**config.mk**
```make
export PLATFORM = sky130hd
export DESIGN_NAME = audio_chan_conv
export DESIGN_NICKNAME = d
export VERILOG_FILES = /design/src/rtl/chconv_pkg.sv /design/src/rtl/chconv_avg.sv /design/src/rtl/chconv_thresh.sv /design/src/rtl/audio_chan_conv.sv
export SDC_FILE = /design/constraint.sdc
export NUM_CORES = 1
export LEC_CHECK = 0
export BUFFER_PORTS_ARGS = -buffer_cell sky130_fd_sc_hd__buf_2
export CORE_MARGIN = 5
export CORE_UTILIZATION = 51
export CTS_CLUSTER_DIAMETER = 60
export DETAILED_ROUTE_END_ITERATION = 10
export GPL_ROUTABILITY_DRIVEN = 0
export PLACE_DENSITY = 0.7
export SLEW_MARGIN = 20
export SYNTH_ARGS = -nofsm -noshare
export SYNTH_HDL_FRONTEND = slang
export SYNTH_SLANG_ARGS = --single-unit
```
**constraint.sdc**
```tcl
create_clock -name clk -period 4.5 [get_ports clk]
set_clock_uncertainty 0.05 [all_clocks]
set_input_delay 0.225 -clock clk [delete_from_list [all_inputs] [get_ports clk]]
set_output_delay 0.225 -clock clk [all_outputs]
set_load 0.01 [all_outputs]
```
**src/rtl/chconv_pkg.sv**
```systemverilog
package chconv_pkg;
  parameter int SMP_W = 32;

  typedef enum logic [1:0] {
    SEL_CH0 = 2'd0,
    SEL_CH1 = 2'd1,
    SEL_AVG = 2'd2
  } s2m_sel_e;

  // Sign-extend a right-aligned sample of the selected width to SMP_W bits.
  function automatic logic [SMP_W-1:0] sign_fill(input logic [SMP_W-1:0] v,
                                                 input logic [1:0] wsel);
    case (wsel)
      2'd0:    sign_fill = {{(SMP_W-8){v[7]}}, v[7:0]};
      2'd1:    sign_fill = {{(SMP_W-16){v[15]}}, v[15:0]};
      default: sign_fill = v;
    endcase
  endfunction
endpackage

```
**src/rtl/chconv_avg.sv**
```systemverilog
module chconv_avg
  import chconv_pkg::*;
(
  input  logic [SMP_W-1:0] smp_a,
  input  logic [SMP_W-1:0] smp_b,
  input  logic [1:0]       wsel,
  output logic [SMP_W-1:0] mean
);
  logic [SMP_W-1:0] ext_a, ext_b;
  logic [SMP_W:0]   sum;

  assign ext_a = sign_fill(smp_a, wsel);
  assign ext_b = sign_fill(smp_b, wsel);
  // One guard bit keeps the sum exact; dropping bit 0 is the arithmetic halving.
  assign sum   = {ext_a[SMP_W-1], ext_a} + {ext_b[SMP_W-1], ext_b};
  assign mean  = sum[SMP_W:1];
endmodule

```
**src/rtl/chconv_thresh.sv**
```systemverilog
module chconv_thresh #(
  parameter int MAX_CH     = 16,
  parameter int FIFO_DEPTH = 64,
  localparam int CH_W      = $clog2(MAX_CH + 1),
  localparam int TH_W      = $clog2(FIFO_DEPTH)
) (
  input  logic            clk,
  input  logic            rst_n,
  input  logic [CH_W-1:0] audio_ch,
  input  logic [TH_W-1:0] req,
  output logic [TH_W-1:0] clamped
);
  logic [TH_W-1:0] limit_tab [MAX_CH+1];
  logic [CH_W-1:0] idx;
  logic [TH_W-1:0] lim;

  assign limit_tab[0] = TH_W'(FIFO_DEPTH - 1);
  for (genvar c = 1; c <= MAX_CH; c++) begin : g_lim
    assign limit_tab[c] = TH_W'(FIFO_DEPTH / c - 1);
  end

  assign idx = (audio_ch > CH_W'(MAX_CH)) ? CH_W'(MAX_CH) : audio_ch;
  assign lim = limit_tab[idx];

  always_ff @(posedge clk) begin
    if (!rst_n) clamped <= '0;
    else        clamped <= (req < lim) ? req : lim;
  end
endmodule

```
**src/rtl/audio_chan_conv.sv**
```systemverilog
module audio_chan_conv
  import chconv_pkg::*;
#(
  parameter int MAX_CH     = 16,
  parameter int FIFO_DEPTH = 64,
  localparam int CH_W      = $clog2(MAX_CH + 1),
  localparam int TH_W      = $clog2(FIFO_DEPTH)
) (
  input  logic             clk,
  input  logic             rst_n,
  input  logic [CH_W-1:0]  cfg_audio_ch,
  input  logic [CH_W-1:0]  cfg_client_ch,
  input  logic [1:0]       cfg_s2m_mode,
  input  logic             cfg_m2s_mode,
  input  logic [1:0]       cfg_width,
  input  logic [TH_W-1:0]  cfg_thresh_req,
  output logic [TH_W-1:0]  thresh_out,
  input  logic             in_valid,
  output logic             in_ready,
  input  logic [SMP_W-1:0] in_data,
  input  logic             in_first,
  output logic             out_valid,
  input  logic             out_ready,
  output logic [SMP_W-1:0] out_data,
  output logic             out_first
);
  logic             narrow_m, widen_m;
  logic             can_load, in_fire;
  logic             ov_q, of_q, pend_q;
  logic [SMP_W-1:0] od_q, pend_d_q, hold_q;
  logic [SMP_W-1:0] mean, picked;

  assign narrow_m = (cfg_audio_ch == CH_W'(2)) && (cfg_client_ch == CH_W'(1));
  assign widen_m  = (cfg_audio_ch == CH_W'(1)) && (cfg_client_ch == CH_W'(2));

  assign can_load = !ov_q || out_ready;
  assign in_ready = !pend_q && (can_load || (narrow_m && in_first));
  assign in_fire  = in_valid && in_ready;

  chconv_avg u_avg (
    .smp_a (hold_q),
    .smp_b (in_data),
    .wsel  (cfg_width),
    .mean  (mean)
  );

  always_comb begin
    case (s2m_sel_e'(cfg_s2m_mode))
      SEL_CH1: picked = in_data;
      SEL_AVG: picked = mean;
      default: picked = hold_q;
    endcase
  end

  always_ff @(posedge clk) begin
    if (!rst_n) begin
      ov_q     <= 1'b0;
      of_q     <= 1'b0;
      od_q     <= '0;
      pend_q   <= 1'b0;
      pend_d_q <= '0;
      hold_q   <= '0;
    end else begin
      if (ov_q && out_ready) ov_q <= 1'b0;
      if (pend_q && can_load) begin
        ov_q   <= 1'b1;
        od_q   <= pend_d_q;
        of_q   <= 1'b0;
        pend_q <= 1'b0;
      end else if (in_fire) begin
        if (narrow_m) begin
          if (in_first) begin
            hold_q <= in_data;
          end else begin
            ov_q <= 1'b1;
            od_q <= picked;
            of_q <= 1'b1;
          end
        end else if (widen_m) begin
          ov_q     <= 1'b1;
          od_q     <= in_data;
          of_q     <= in_first;
          pend_q   <= 1'b1;
          pend_d_q <= cfg_m2s_mode ? in_data : '0;
        end else begin
          ov_q <= 1'b1;
          od_q <= in_data;
          of_q <= in_first;
        end
      end
    end
  end

  assign out_valid = ov_q;
  assign out_data  = od_q;
  assign out_first = of_q;

  chconv_thresh #(.MAX_CH(MAX_CH), .FIFO_DEPTH(FIFO_DEPTH)) u_thresh (
    .clk      (clk),
    .rst_n    (rst_n),
    .audio_ch (cfg_audio_ch),
    .req      (cfg_thresh_req),
    .clamped  (thresh_out)
  );
endmodule

```
== Yosys cells after proc, flatten, opt, wreduce, memory -nomap -nowiden ==
Memories as Yosys holds them, arrays and structs flattened.
Cells that the tools add are included.

* Bitwise logic cells: 4
* $lt $le $gt $ge: 3
* Eq/ne operators: 9
* Add/subtract/negate cells: 1
* Muxes and demuxes: 19
* Reductions and logical operators: 19

{| class="wikitable"
|+ Operators with widths
! cell !! count
|-
| one-hot mux 32 bit (2 select lines) || 3
|-
| two-way mux 32 bit || 5
|-
| adder 32 x 32 -> 33 bit || 1
|-
| two-way mux 6 bit || 3
|-
| equality test 5 x 1 -> 1 bit, second input constant || 2
|-
| equality test 5 x 2 -> 1 bit, second input constant || 2
|-
| AND reduction 4 bit || 2
|-
| logical AND 1 bit || 7
|-
| two-way mux 1 bit || 7
|-
| greater-or-equal comparator 6 bit, second input constant || 1
|-
| less-than comparator 6 bit || 1
|-
| NOT 5 -> 6 bit || 1
|-
| greater-than comparator 5 bit, second input constant || 1
|-
| two-way mux 5 bit || 1
|-
| equality test 2 x 1 -> 1 bit, second input constant || 2
|-
| AND reduction 2 bit || 2
|-
| inequality test 3 x 2 -> 1 bit, second input constant || 1
|-
| NOT 1 bit || 3
|-
| AND reduction 3 bit || 1
|-
| equality test 2 bit, second input constant || 1
|-
| logical NOT 1 bit || 2
|-
| logical NOT 2 bit || 1
|-
| logical OR 1 bit || 2
|-
| inequality test 2 bit, second input constant || 1
|-
| other kinds (2) || 2
|}

* Logic and storage cells: 63
* Memories kept: 1
* Bits in read-only memories: 192
* Input bits: 58
* Register bits after elaboration: 105
* Output and inout bits: 41

{| class="wikitable"
|+ Memories
! name !! depth !! bits a word !! rd ports !! clocked after memory_dff !! write ports !! RTL line !! RTL
|-
| (no name shown) || 32 || 6 || 1 || 0 || 0 || chconv_thresh.sv:23 || <nowiki>assign lim = limit_tab[idx];</nowiki>
|}

== Depth between registers and ports, before layout ==
* Depth after elaboration: 8
* Gate-level depth with buffers: 14
* Mapped depth without buffers: 12

== Cells and area by module ==
From an unflattened synthesis, not the netlist that was laid out.

* Cell total of the unflattened synthesis: 988
* Area, all modules: 7542.2 um^2

{| class="wikitable"
|+ Modules (own cells, without submodules)
! module !! area each (um^2) !! seq. area each (um^2) !! times used !! cells an instance
|-
| audio_chan_conv || 4880.9 || 1981.9 || 1 || 580
|-
| chconv_avg || 2209.6 || 0.0 || 1 || 354
|-
| chconv_thresh || 451.7 || 120.1 || 1 || 54
|}

== Worst setup path before layout ==
Ideal clock, no wire load.

* Kind: flip-flop to flip-flop
* Start: reg hold_q[7]
* End: reg od_q[29], in the netlist out_data[29]
* Arrival time: 2984 ps
* Stages on the path, launching flop included: 14
* Clock period less this slack: 3153 ps
* Data required time: 4331 ps
* Slack: 1347 ps
* Library setup time: 119 ps
* Path buffers: 1
* Cells stage by stage: dfxtp_1 > nor2b_1 > a211oi_1 > a21oi_1 > ha_1 > buf_6 > a21o_1 > a211o_1 > a211oi_2 > o311a_1 > nor3_1 > or4_1 > a31oi_1 > a21oi_1

* Word-level cells in the longest chain between the ends: 7

{| class="wikitable"
|+ RTL lines
! what !! RTL line !! RTL
|-
| start: declaration || audio_chan_conv.sv:30 || <nowiki>logic [SMP_W-1:0] od_q, pend_d_q, hold_q;</nowiki>
|-
| start signal: assignment || audio_chan_conv.sv:73 || <nowiki>hold_q <= in_data;</nowiki>
|-
| one-hot mux 32 bit (2 select lines) || chconv_pkg.sv:13 || <nowiki>case (wsel)</nowiki>
|-
| adder 32 x 32 -> 33 bit || chconv_avg.sv:15 || <nowiki>assign sum = {ext_a[SMP_W-1], ext_a} + {ext_b[SMP_W-1], ext_b};</nowiki>
|-
| one-hot mux 32 bit (2 select lines) || audio_chan_conv.sv:48 || <nowiki>case (s2m_sel_e'(cfg_s2m_mode))</nowiki>
|-
| two-way mux 32 bit || audio_chan_conv.sv:72 || <nowiki>if (in_first) begin</nowiki>
|-
| two-way mux 32 bit || audio_chan_conv.sv:71 || <nowiki>if (narrow_m) begin</nowiki>
|-
| two-way mux 32 bit || audio_chan_conv.sv:70 || <nowiki>end else if (in_fire) begin</nowiki>
|-
| two-way mux 32 bit || audio_chan_conv.sv:65 || <nowiki>if (pend_q && can_load) begin</nowiki>
|-
| end signal: assignment || audio_chan_conv.sv:67 || <nowiki>od_q <= pend_d_q;</nowiki>
|-
| end signal: assignment || audio_chan_conv.sv:76 || <nowiki>od_q <= picked;</nowiki>
|-
| end signal: assignment || audio_chan_conv.sv:81 || <nowiki>od_q <= in_data;</nowiki>
|-
| end: declaration || audio_chan_conv.sv:30 ||
|}

Every way passes these cells. The select of a mux whose other input is x is not followed.
A chain may end at the register's enable or synchronous reset.

== Worst setup path after layout ==
* Start: reg hold_q[7]
* End: reg od_q[24], in the netlist out_data[24]

Same word-level chain as after synthesis.

==> impl_results.md <==
- Crit Path Class: flop to flop
- Hold Crit Depth: 3
- Rel. slew slack: a little under two fifths
- Sw power: 690 µW
- Tot GR Track Use: 27.9%
- Drt drc: 0
- R2R Setup Slk: 0.98 ns
- Share of the synthesized area in the top cell type: 29.1%
- Initial antenna violation count: 1
- Largest net degree at the start of global routing: 52
- Post-synth top area cell: dfxtp_1
- Placed Instances: between 1,000 and 1,500
- Status: completed
- Die H: 129 µm
- Worst-margin pin slew: about 0.93 ns
- Die area: 16,600 µm²
- Number of synthesized flops with an enable pin: 0
- Ys async rst share: 0%
- Setup TNS: 0 ns
- Final Slew Violations: 0
- DRT Wirelength: approximately 23,000 µm
- Count of buffers from port buffering: between 90 and 100
- Critical Path AT: between 3 and 4 ns
- Reg2Reg Depth: 13
- Final setup fails: 0
- Achievable Freq: between 200 and 300 MHz
- CTS tree: yes
- Die X: 129 µm
- Global route total overflow: 0
- Synth unique cells: 70
- Clock latency on the worst-skew pair: 0.37 ns
- DRT antenna net count: 0
- Core ar.: 13,900 µm²
- First drt pass iteration count: 6
- Nets: 1,159
- HP Start: cfg_thresh_req[0]
- Max-cap violations: 0
- Seq/Total Area, Yosys: 29.1%
- Crit path time final: about 3.5 ns
- HPWL after DPL: 16,000 µm
- Fin area: 8030 µm²
- Cts hold-fix bufs: 0
- Area post-placement: just under 8000 µm²
- Synth area leaders: dfxtp_1 29%, a21oi_1 12%, nand2_1 8.7%
- Row count: 43
- Part of the power in registers: 42.4%
- CP max FO: 16
- Antenna diode count: 0
- Setup WS post-layout: a little under 1 ns
- H-tree Lvls: 3
- Ys Warns: 0
- Critical Path End: out_data[24]$_SDFFE_PN0P_
- R2R Path End: out_data[24]$_SDFFE_PN0P_
- #FFs+latches synth: roughly 110
- Peak supply drop: 0.000238 V
- CTS max path bufs: 2
- Initial DRC Count: 848
- Num Clock Sinks: around 110
- Avg Cell Area, Syn: just over 7 µm²
- Cell Pwr Density: approximately 290 nW/µm²
- First-pass GRT wire length: 37,600 µm
- Worst setup path startpoint: hold_q[7]$_SDFFE_PN0P_
- Leakage: 3.17 nW
- Primary FF master, synth: dfxtp_1
- RSZ-0062 raised after global routing: false
- Worst-path clk slew: 0.08 ns
- Vias per cell: 6.23
- FF-to-FF Start: hold_q[7]$_SDFFE_PN0P_
- CP Launch Type: flop
- Critical Path RT: 4.70 ns
- Final Hold Vio Count: 0
- Pre-CTS setup slack: 0.775 ns
- Vias in the first global route: around 7,300
- Proportion of power drawn by the clock network: 35.7%
- Syn_nets: 1,110
- Share of layout cells above drive strength 1: between 10% and 20%
- Post-CTS Setup Bufs: 0
- Most frequent cells in the layout: 173 x a21oi_1, 167 x nand2_1, 105 x dfxtp_1
- Commonest non-fill, non-tap cell in the layout: a21oi_1
- Combinational power share: 21.9%
- Post_cts resized: 0
- Initial Utilization: 52.0%
- CP Capture Type: flop
- Synth Cell Area: 7210 µm²
- Root Buffer: clkbuf_16
- Mapped Cells: 1,013
- Final Cycle Share: 78.1%
- Ports: 99
- Internal Power: ~1.6 mW
- Vias: approximately 7,800
- Finished Layout Cells: 1,246
- Switching part of the total: 30.1%
- P&R area growth vs syn: 11.3%
- HP Class: primary input to flop
- CTS Buf Count: 9
- Avg WL per Cell: 18.6 µm
-- metrics by stage --
| stage | hold slack, ns | power (mW) | util, % |
|---|---|---|---|
| 2_1_floorplan | 0.311 | 1.33 | - |
| 4_1_cts | 0.0542 | 2.30 | 57.8 |
| 3_5_place_dp | 0.392 | 1.49 | 55.7 |
| 3_3_place_gp | 0.387 | 1.48 | 55.7 |
| 5_1_grt | 0.0654 | 2.39 | 57.8 |
| 6_report | 0.0582 | 2.29 | 57.8 |
-- flip-flops by register name, indices dropped and copies added (netlist names) --
name	count
hold_q	32
out_data	32
out_first	1
out_valid	1
pend_d_q	32
pend_q	1
u_thresh.clamped	6
-- cells in the mapped netlist (3+ instances only) --
cell type  instances
a2111oi_0          6
a211o_1            3
a211oi_1           6
a21o_1            10
a21oi_1          173
a221o_1            8
a221oi_1          19
a311oi_1           3
a31oi_1           12
and2_1             3
and3_1             4
buf_2             16
buf_4              3
clkbuf_1          54
dfxtp_1          105
ha_1              38
inv_1             51
mux2i_1            4
nand2_1          167
nand2b_1          10
nand3_1           47
nand4_1           12
nor2_1            39
nor2b_1            8
nor3_1            34
nor4_1             3
o211ai_1           6
o21a_1             3
o21ai_0           66
o21ai_1            5
o21bai_1           8
o221ai_1           8
o22ai_1            8
o31ai_1            4
or2_2              4
or3_1              5
xnor2_1           16
xor2_1             6
-- per-layer routing --
metal / up-vias / track usage (%) / part of all wire (%) / wire length [µm]
li1: 3730 / - / - / -
met1: 3694 / 38.7 / 45 / 10400
met2: 312 / 45.4 / 47 / 10800
met3: 31 / 4.19 / 7.1 / 1640
met4: 0 / 7.35 / 1.5 / 349
met5: - / 0 / 0 / 0
-- final cells by class --
type / count / area [µm²]
clock buffers: 13 / 260
clock inverters: 2 / 37.5
fillers: 1359 / 5850
inverters: 53 / 199
multi-input cells: 780 / 4600
flip-flops and latches: 105 / 2100
well taps: 180 / 225
repair buffers: 113 / 603
-- power groups by stage --
stage               Clock, mW  Sequential, mW  Combinational, mW
floorplan                   0            1.01              0.324
global placement            0           0.992              0.492
detailed placement          0           0.993              0.494
CTS                     0.827           0.972              0.497
global route            0.865           0.974              0.554
finish                  0.819           0.972              0.503
-- worst max-delay path, stage by stage, from the launching register on --
cell and delay (ns):
dfxtp_1 0.38, nor2b_1 0.17, a211oi_2 0.20, buf_4 0.26, a21oi_1 0.07, ha_1 0.42
a21o_1 0.28, o2bb2ai_1 0.14, a311oi_1 0.28, o211ai_2 0.16, a21oi_1 0.50, o21ai_0 0.22
xnor2_1 0.18, o22ai_1 0.09
-- cell families (layout without fill, tap and decap cells) --
family	Yosys count	in the layout	share of synthesized area, %
buffers and inverters	128	181	7.30
multiplexers	4	4	0.555
XOR/XNOR	22	22	2.67
adder cells (fa/ha/maj)	39	39	6.87
AND/OR/NAND/NOR	351	351	22.6
AO/OA/AOI/OAI	364	364	30.9
flip-flops	105	105	29.1
-- worst min-delay path by stage --
stage,slack [ns],endpoint
after floorplan,0.31,u_thresh.clamped[2]$_SDFF_PN0_
after global placement,0.39,pend_d_q[6]$_SDFFE_PN0P_
after detailed placement,0.39,pend_d_q[3]$_SDFFE_PN0P_
after CTS,0.05,u_thresh.clamped[0]$_SDFF_PN0_
after global routing,0.07,u_thresh.clamped[0]$_SDFF_PN0_
final,0.06,u_thresh.clamped[0]$_SDFF_PN0_
Power figures use the tool's default switching activity.
